===== src/rtl/pwr_mode_pkg.sv =====
package pwr_mode_pkg;

    // Field order fixes the bit positions that software relies on.
    typedef struct packed {
        logic smod;   // bit 7: baud doubling
        logic ard;    // bit 6: aux RAM disable
        logic rfi;    // bit 5: ALE quiet
        logic wle;    // bit 4: watchdog load enable
        logic gf1;    // bit 3: spare flag
        logic gf0;    // bit 2: spare flag
        logic pd;     // bit 1: power-down
        logic idl;    // bit 0: idle
    } pcon_t;

    localparam int PCON_W = $bits(pcon_t);

    typedef enum logic [1:0] {
        MODE_RUN   = 2'd0,
        MODE_IDLE  = 2'd1,
        MODE_PDOWN = 2'd2
    } pmode_e;

endpackage


===== src/rtl/pwr_pcon_reg.sv =====
module pwr_pcon_reg
    import pwr_mode_pkg::*;
#(
    parameter int          ADDR_W   = 8,
    parameter logic [7:0]  REG_ADDR = 8'h87
) (
    input  logic              clk,
    input  logic              rst_n,
    input  logic              bus_wr,
    input  logic [ADDR_W-1:0] bus_addr,
    input  logic [PCON_W-1:0] bus_wdata,
    input  logic              pd_allow,
    input  logic              wdt_loaded,
    input  logic              irq_wake,
    input  logic              ext_wake,
    output pcon_t             pcon
);

    localparam logic [ADDR_W-1:0] HIT_ADDR = ADDR_W'(REG_ADDR);

    pcon_t pcon_d, pcon_q;
    logic  wr_hit;

    assign wr_hit = bus_wr && (bus_addr == HIT_ADDR);

    always_comb begin
        pcon_d = pcon_q;
        if (wr_hit) begin
            pcon_d    = pcon_t'(bus_wdata);
            pcon_d.pd = bus_wdata[1] & pd_allow;
        end
        if (wdt_loaded) begin
            pcon_d.wle = 1'b0;
        end
        if (pcon_q.pd) begin
            if (ext_wake) begin
                pcon_d.pd  = 1'b0;
                pcon_d.idl = 1'b0;
            end
        end else if (pcon_q.idl && irq_wake) begin
            pcon_d.idl = 1'b0;
        end
    end

    always_ff @(posedge clk or negedge rst_n) begin
        if (!rst_n) pcon_q <= '0;
        else        pcon_q <= pcon_d;
    end

    assign pcon = pcon_q;

    AST_PD_NEEDS_ALLOW: assert property (@(posedge clk) disable iff (!rst_n)
        $rose(pcon_q.pd) |-> $past(pd_allow));
    AST_WLE_SELF_CLEAR: assert property (@(posedge clk) disable iff (!rst_n)
        wdt_loaded |=> !pcon_q.wle);
    AST_IDLE_WAKE: assert property (@(posedge clk) disable iff (!rst_n)
        (pcon_q.idl && !pcon_q.pd && irq_wake) |=> !pcon_q.idl);
    AST_PD_IRQ_IGNORED: assert property (@(posedge clk) disable iff (!rst_n)
        (pcon_q.pd && !ext_wake && !wr_hit) |=> pcon_q.pd);
    AST_PD_WAKE: assert property (@(posedge clk) disable iff (!rst_n)
        (pcon_q.pd && ext_wake) |=> (!pcon_q.pd && !pcon_q.idl));

endmodule


===== src/rtl/pwr_out_decode.sv =====
module pwr_out_decode
    import pwr_mode_pkg::*;
(
    input  logic  clk,
    input  logic  rst_n,
    input  pcon_t pcon,
    input  logic  sel_hf,
    input  logic  run32,
    input  logic  code_ext,
    output logic  cpu_clk_en,
    output logic  sys_clk_en,
    output logic  t2_rst,
    output logic  pwm_rst,
    output logic  pwm_force_high,
    output logic  adc_abort,
    output logic  hf_osc_run,
    output logic  osc32_run,
    output logic  ale_hold,
    output logic  ale_force_high,
    output logic  psen_force_high,
    output logic  p0_hiz,
    output logic  baud_dbl,
    output logic  aux_ram_dis,
    output logic  wdt_load_en
);

    pmode_e mode;

    always_comb begin
        if (pcon.pd)       mode = MODE_PDOWN;
        else if (pcon.idl) mode = MODE_IDLE;
        else               mode = MODE_RUN;
    end

    always_comb begin
        cpu_clk_en      = 1'b1;
        sys_clk_en      = 1'b1;
        t2_rst          = 1'b0;
        pwm_rst         = 1'b0;
        pwm_force_high  = 1'b0;
        adc_abort       = 1'b0;
        hf_osc_run      = 1'b1;
        osc32_run       = 1'b1;
        ale_hold        = 1'b0;
        ale_force_high  = 1'b0;
        psen_force_high = 1'b0;
        p0_hiz          = 1'b0;
        unique case (mode)
            MODE_RUN: begin
                ale_hold = pcon.rfi;
            end
            MODE_IDLE: begin
                cpu_clk_en      = 1'b0;
                t2_rst          = 1'b1;
                pwm_rst         = 1'b1;
                pwm_force_high  = 1'b1;
                adc_abort       = 1'b1;
                ale_force_high  = 1'b1;
                psen_force_high = 1'b1;
                p0_hiz          = code_ext;
            end
            MODE_PDOWN: begin
                cpu_clk_en      = 1'b0;
                sys_clk_en      = 1'b0;
                hf_osc_run      = !sel_hf;
                osc32_run       = !sel_hf && run32;
                ale_force_high  = 1'b1;
                psen_force_high = 1'b1;
                p0_hiz          = code_ext;
            end
            default: ;
        endcase
    end

    assign baud_dbl    = pcon.smod;
    assign aux_ram_dis = pcon.ard;
    assign wdt_load_en = pcon.wle;

    AST_OSC32_ONLY_PDOWN: assert property (@(posedge clk) disable iff (!rst_n)
        !osc32_run |-> !sys_clk_en);
    AST_P0_HIZ_LOWPWR: assert property (@(posedge clk) disable iff (!rst_n)
        p0_hiz |-> (psen_force_high && !cpu_clk_en));
    AST_IDLE_KEEPS_SYSCLK: assert property (@(posedge clk) disable iff (!rst_n)
        t2_rst |-> (sys_clk_en && !cpu_clk_en));
    AST_ALE_HOLD_RUN: assert property (@(posedge clk) disable iff (!rst_n)
        ale_hold |-> !ale_force_high);

endmodule


===== src/rtl/pwr_mode_ctrl.sv =====
module pwr_mode_ctrl
    import pwr_mode_pkg::*;
#(
    parameter int         ADDR_W   = 8,
    parameter logic [7:0] REG_ADDR = 8'h87
) (
    input  logic              clk,
    input  logic              rst_n,
    input  logic              bus_wr,
    input  logic              bus_rd,
    input  logic [ADDR_W-1:0] bus_addr,
    input  logic [7:0]        bus_wdata,
    output logic [7:0]        bus_rdata,
    input  logic              pd_allow,
    input  logic              wdt_loaded,
    input  logic              irq_wake,
    input  logic              ext_wake,
    input  logic              sel_hf,
    input  logic              run32,
    input  logic              code_ext,
    output logic              cpu_clk_en,
    output logic              sys_clk_en,
    output logic              t2_rst,
    output logic              pwm_rst,
    output logic              pwm_force_high,
    output logic              adc_abort,
    output logic              hf_osc_run,
    output logic              osc32_run,
    output logic              ale_hold,
    output logic              ale_force_high,
    output logic              psen_force_high,
    output logic              p0_hiz,
    output logic              baud_dbl,
    output logic              aux_ram_dis,
    output logic              wdt_load_en
);

    localparam logic [ADDR_W-1:0] HIT_ADDR = ADDR_W'(REG_ADDR);

    pcon_t pcon;

    pwr_pcon_reg #(
        .ADDR_W   (ADDR_W),
        .REG_ADDR (REG_ADDR)
    ) i_reg (
        .clk        (clk),
        .rst_n      (rst_n),
        .bus_wr     (bus_wr),
        .bus_addr   (bus_addr),
        .bus_wdata  (bus_wdata),
        .pd_allow   (pd_allow),
        .wdt_loaded (wdt_loaded),
        .irq_wake   (irq_wake),
        .ext_wake   (ext_wake),
        .pcon       (pcon)
    );

    pwr_out_decode i_dec (
        .clk             (clk),
        .rst_n           (rst_n),
        .pcon            (pcon),
        .sel_hf          (sel_hf),
        .run32           (run32),
        .code_ext        (code_ext),
        .cpu_clk_en      (cpu_clk_en),
        .sys_clk_en      (sys_clk_en),
        .t2_rst          (t2_rst),
        .pwm_rst         (pwm_rst),
        .pwm_force_high  (pwm_force_high),
        .adc_abort       (adc_abort),
        .hf_osc_run      (hf_osc_run),
        .osc32_run       (osc32_run),
        .ale_hold        (ale_hold),
        .ale_force_high  (ale_force_high),
        .psen_force_high (psen_force_high),
        .p0_hiz          (p0_hiz),
        .baud_dbl        (baud_dbl),
        .aux_ram_dis     (aux_ram_dis),
        .wdt_load_en     (wdt_load_en)
    );

    assign bus_rdata = (bus_rd && bus_addr == HIT_ADDR) ? pcon : '0;

    AST_RDATA_QUIET: assert property (@(posedge clk) disable iff (!rst_n)
        !bus_rd |-> (bus_rdata == 8'h00));

endmodule


===== config.mk =====
export PLATFORM = sky130hd
export DESIGN_NAME = pwr_mode_ctrl
export DESIGN_NICKNAME = d
export VERILOG_FILES = /design/src/rtl/pwr_mode_pkg.sv /design/src/rtl/pwr_pcon_reg.sv /design/src/rtl/pwr_out_decode.sv /design/src/rtl/pwr_mode_ctrl.sv
export SDC_FILE = /design/constraint.sdc
export NUM_CORES = 1
export LEC_CHECK = 0
export CAP_MARGIN = 20
export CORE_MARGIN = 3
export CORE_UTILIZATION = 29
export DETAILED_ROUTE_END_ITERATION = 8
export PLACE_DENSITY = 0.79
export REMOVE_ABC_BUFFERS = 1
export SLEW_MARGIN = 20
export SYNTH_ARGS = -nofsm -noshare
export SYNTH_HDL_FRONTEND = slang
export SYNTH_SLANG_ARGS = --single-unit

===== constraint.sdc =====
create_clock -name clk -period 1.6 [get_ports clk]
set_input_delay 0.24 -clock clk [delete_from_list [all_inputs] [get_ports clk]]
set_output_delay 0.24 -clock clk [all_outputs]
set_load 0.01 [all_outputs]

==> flow_metrics.env, run 1 <==
export IMPL_critical_path_class="in -> out"
export IMPL_drv_slew=0
export IMPL_die_x_um=48.7
export IMPL_worst_hold_path_type="in -> async"
export IMPL_cp_slowest_stage_delay_ps=560
export IMPL_antenna_found_initial=0
export IMPL_setup_ws_ps=-207
export IMPL_numCtsBuffers=3
export IMPL_synth_seq_cells=8
export IMPL_cp_max_fo=5
export IMPL_first_iter_violations=6
export IMPL_netlist_area_um2=529
export IMPL_nets=147
export IMPL_coreArea_um2=1610
export IMPL_antenna_cells=0
export IMPL_final_cell_mix="clkdlybuf4s50_1, buf_4, dlygate4sd2_1"
export IMPL_crit_slowest_cell="or4b_4"
export IMPL_crit_required_ps=1360
export IMPL_dp_hpwl_um=1450
export IMPL_clk_pin_slew_ps=60
export IMPL_tritoncts="yes"
export IMPL_yosysWarnings=0
export IMPL_power_density_nw_per_um2=444
export IMPL_maxCapViolCount=0
export IMPL_grt_remaining_overflow=0
export IMPL_fin_setup_tns_ps=-861
export IMPL_grt_usage_pct=16.0
export IMPL_placed_cells=131
export IMPL_r2r_slack_ps=540
export IMPL_fin_cells=142
export IMPL_postSynthCellCount=53
export IMPL_initial_core_util_pct=32.8
export IMPL_grt_pass1_wl_um=2970
export IMPL_areaGrowthSynthToFinish_pct=122
export IMPL_place_worst_setup_slack_ps=-890
export IMPL_regArea_um2=201
export IMPL_wl_per_cell_um=13.0
export IMPL_crit_path_frequent_cell="buf_6"
export IMPL_report_final_hold_viol_count=0
export IMPL_max_slew_margin_pct=76.1
export IMPL_ant_nets=0
export IMPL_fin_crit_ps=1810
export IMPL_grt_pass1_vias=659
export IMPL_drive_gt1_share_pct=39.8
export IMPL_startpoint_type="primary input"
export IMPL_die_h_um=48.7
export IMPL_cts_sinks=8
export IMPL_synth_seq_area_share_pct=37.8
export IMPL_critPathLaunch="bus_addr[4]"
export IMPL_ios=50
export IMPL_violations="negative setup slack"
export IMPL_reg2reg_depth=4
export IMPL_final_common_cell="clkdlybuf4s50_1"
export IMPL_ir_drop_mv=0.410
export IMPL_arrival_ps=1570
export IMPL_drtPass1Iterations=4
export IMPL_crit_end="bus_rdata[6]"
export IMPL_rr_endpoint="i_reg.pcon[0]"
export IMPL_critPathCaptureType="output port"
export IMPL_io_buffer_count=49
export IMPL_num_vias=641
export IMPL_max_freq_mhz=554
export IMPL_critical_path_cell_chain="buf_6 -> or4b_4 -> nor3_4 -> buf_6 -> buf_6 -> and2_4 -> buf_6"
export IMPL_r2r_start="i_reg.pcon[0]"
export IMPL_finalSetupViolations=8
export IMPL_p_leak_nw=0.622
export IMPL_viasPerCell=4.51
export IMPL_final_area_um2=1180
export IMPL_grt_max_degree=9
export IMPL_yosysUniqueCellTypes=22
export IMPL_htree_levels=1
export IMPL_place_area_um2=1090
export IMPL_max_slew_worst_pin_slew_ps=357
export IMPL_skew_ps=4.96
export IMPL_fin_crit_sh_pct=113
export IMPL_holdBufCountCts=0
export IMPL_std_cell_rows=14
export IMPL_clkLatencyLatePin_ps=250
export IMPL_fillers=134
export IMPL_largest_reg_flops=8
export IMPL_status="finished with violations"
export IMPL_drc=0
export IMPL_cts_root_buf="clkbuf_4"
export IMPL_multi_input_area_um2=310
export IMPL_place_gp_congestion=0.717
export IMPL_avgSynthCellArea_um2=9.99
export IMPL_wl_um=1850
export IMPL_rsz0062_at_grt="yes"
export IMPL_cts_path_max_buffers=2
export IMPL_dieArea_um2=2370
## worst min-delay path by stage
stage                       start            end  slack, ps
detailed placement  i_reg.pcon[2]  i_reg.pcon[2]        490
floorplan                   rst_n  i_reg.pcon[0]        -60
CTS                         rst_n  i_reg.pcon[2]        280
global route                rst_n  i_reg.pcon[6]        280
global placement    i_reg.pcon[3]  i_reg.pcon[3]        480
finish                      rst_n  i_reg.pcon[3]        270
## cell families after synthesis
family          count (synthesis)  share of synthesized area (%)
simple gates                   24                           33.1
buf+inv                         9                           9.22
flops                           8                           37.8
compound gates                  6                           7.33
mux                             6                           12.5
## per-layer routing
metal	global-route usage [%]	wire length, µm
met5	0	0
met4	4.27	0
met3	3.99	115
met2	30.8	1000
met1	16.9	733
## area by class of cell
class                      instances  area share (%)
timing repair buffer              66            50.4
inverter                           5            1.60
sequential                         8            17.1
tap                               24            2.55
clock buffer                       3            1.91
multi-input combinational         36            26.4
## through the flow
step | total power [mW] | utilization [%] | hold slack (ps)
finish | 0.522 | 73.0 | 267
global placement | 0.372 | 67.5 | 483
CTS | 0.524 | 70.4 | 277
detailed placement | 0.375 | 67.5 | 489
global route | 0.555 | 73.0 | 283
floorplan | 0.253 | - | -55.6
## worst max-delay path: cells and delay by family
kind	cells	cell delay, ps
buffers and inverters	4	410
and+or+nand+nor	3	910
## repair_timing
action                                  CTS  global route
pin swaps                                 8             8
endpoints found under the setup margin   21            10
setup buffers                             7             2
gates resized for setup                  71            10
## power by group
part / switching, mW / internal, mW / leakage (nW)
registers: 0.00532 / 0.211 / 0.109
logic: 0.0538 / 0.101 / 0.499
clock network: 0.0659 / 0.0857 / 0.0138
## cell usage after synthesis, drive strengths merged
cell type,count,area [µm²]
and2,8,50.1
dfrtp,8,200
inv,5,18.8
mux2,5,56.3
buf,4,30.0
nand2,3,11.3
a21oi,2,10.0
nand3,2,15.0
nand4,2,12.5
nor2b,2,12.5
o31ai,2,15.0
a22o,1,8.76
and4b,1,10.0
mux2i,1,10.0
nand4b,1,8.76
nor2,1,3.75
nor3,1,16.3
nor4,1,6.26
nor4b,1,15.0
o21ai,1,5.00
or4b,1,13.8
No activity file was read; power rests on OpenSTA's default activity.
==> run 2, diff against run 1 <==
Settings changed: CORE_MARGIN 3 to default, GPL_ROUTABILITY_DRIVEN from default to 0.
Clock period 1.6 ns to 1.85 ns, I/O delays scaled along.
==> flow_metrics.env, run 2 (synthesis results as in run 1) <==
export IMPL_place_worst_setup_slack_ps=-727
export IMPL_wl_um=1590
export IMPL_critical_path_cell_chain="nor2_4 -> and2_1 -> clkdlybuf4s50_1"
export IMPL_coreArea_um2=1730
export IMPL_maxCapViolCount=0
export IMPL_viasPerCell=4.69
export IMPL_antenna_cells=0
export IMPL_dp_hpwl_um=1370
export IMPL_status="complete, no violations"
export IMPL_grt_pass1_wl_um=2570
export IMPL_tritoncts="yes"
export IMPL_skew_ps=0.160
export IMPL_io_buffer_count=49
export IMPL_die_h_um=44.7
export IMPL_num_vias=643
export IMPL_ant_nets=0
export IMPL_wl_per_cell_um=11.6
export IMPL_max_freq_mhz=562
export IMPL_ir_drop_mv=0.307
export IMPL_nets=141
export IMPL_critical_path_class="reg -> out"
export IMPL_r2r_start="i_reg.pcon[1]"
export IMPL_first_iter_violations=7
export IMPL_fin_crit_ps=1780
export IMPL_fin_cells=137
export IMPL_rr_endpoint="i_reg.pcon[0]"
export IMPL_r2r_slack_ps=850
export IMPL_drv_slew=0
export IMPL_final_common_cell="clkdlybuf4s50_1"
export IMPL_critPathCaptureType="output port"
export IMPL_p_leak_nw=0.554
export IMPL_areaGrowthSynthToFinish_pct=115
export IMPL_fin_crit_sh_pct=96.3
export IMPL_hold_worst_slack_ps=295
export IMPL_grt_remaining_overflow=0
export IMPL_rsz0062_at_grt="yes"
export IMPL_max_slew_worst_pin_slew_ps=341
export IMPL_std_cell_rows=15
export IMPL_numCtsBuffers=3
export IMPL_cp_max_fo=4
export IMPL_startpoint_type="flop"
export IMPL_grt_max_degree=9
export IMPL_clkLatencyLatePin_ps=250
export IMPL_drive_gt1_share_pct=36.6
export IMPL_reg2reg_depth=3
export IMPL_die_x_um=44.7
export IMPL_drtPass1Iterations=4
export IMPL_finalSetupViolations=0
export IMPL_grt_pass1_vias=598
export IMPL_cts_root_buf="clkbuf_4"
export IMPL_ios=50
export IMPL_htree_levels=1
export IMPL_power_density_nw_per_um2=392
export IMPL_clk_pin_slew_ps=50
export IMPL_dieArea_um2=2000
export IMPL_initial_core_util_pct=30.7
export IMPL_arrival_ps=1500
export IMPL_largest_reg_flops=8
export IMPL_final_cell_mix="clkdlybuf4s50_1, buf_4, buf_2"
export IMPL_antenna_found_initial=0
export IMPL_cts_sinks=8
export IMPL_grt_usage_pct=18.1
export IMPL_max_slew_margin_pct=77.2
export IMPL_critPathLaunch="i_reg.pcon[1]"
export IMPL_finish_utilization_pct=65.9
export IMPL_drc=0
export IMPL_report_final_hold_viol_count=0
export IMPL_setup_ws_ps=69.1
export IMPL_crit_required_ps=1570
export IMPL_crit_slowest_cell="clkdlybuf4s50_1"
export IMPL_worst_hold_path_type="in -> async"
export IMPL_cp_slowest_stage_delay_ps=530
export IMPL_cts_path_max_buffers=2
export IMPL_holdBufCountCts=0
export IMPL_placed_cells=132
-- run 2: cell count changes in the layout (fill, tap and decap cells not counted), moves of 2 or more --
cell and change:
dlygate4sd2_1 -11, buf_6 -2, buf_4 -5, clkdlybuf4s50_1 +12
-- run 2: final cells by class --
class                           instances  area [µm²]
Fill cell                             149         589
Timing Repair Buffer                   60         554
Multi-Input combinational cell         36         309
Sequential cell                         8         201
Tap cell                               25        31.3
Clock buffer                            3        22.5
Inverter                                5        18.8
-- run 2: stage by stage --
step	power [mW]	setup TNS, ps	area (µm²)
floorplan	0.219	0	499
global placement	0.319	-5480	1090
detailed placement	0.322	-6350	1090
CTS	0.451	0	1100
global route	0.477	0	1140
finish	0.446	0	1140
-- run 2: how the worst max path moves through the flow --
stage / to / cells past startpoint / slack [ps]
final: ale_hold / 3 / 70
after global routing: osc32_run / 3 / 0.2
after CTS: ale_hold / 3 / 20
after detailed placement: bus_rdata[4] / 5 / -730
after global placement: bus_rdata[2] / 5 / -660
after floorplan: bus_rdata[1] / 2 / 300
-- run 2: timing repair --
item	CTS	global route
setup buffers	2	0
setup endpoints to repair	9	8
pin swaps	6	2
resized for setup	55	10
-- run 2: power breakdown --
part	internal (mW)	switching (mW)	total, mW
logic	0.0875	0.0421	0.130
clock network	0.0739	0.0546	0.129
registers	0.182	0.00569	0.188
total	0.344	0.102	0.446
-- run 2: critical path: cells and delay by family, from the launching register on --
kind | cells | cell delay, ps
and+or+nand+nor | 2 | 270
DFF | 1 | 450
buffers and inverters | 1 | 530
-- run 2: metal layers --
metal / track usage [%] / vias to the layer above / routed length, µm
li1: - / 307 / -
met4: 7.88 / 0 / 51
met1: 19.4 / 293 / 574
met2: 32.6 / 37 / 821
met5: 0 / - / 0
met3: 5.60 / 6 / 139
==> run 3, diff against run 2 <==
Settings changed: GPL_ROUTABILITY_DRIVEN 0 to default.
==> results of run 3 <==
Final layout, timing and power as in run 2 (identical DEF).
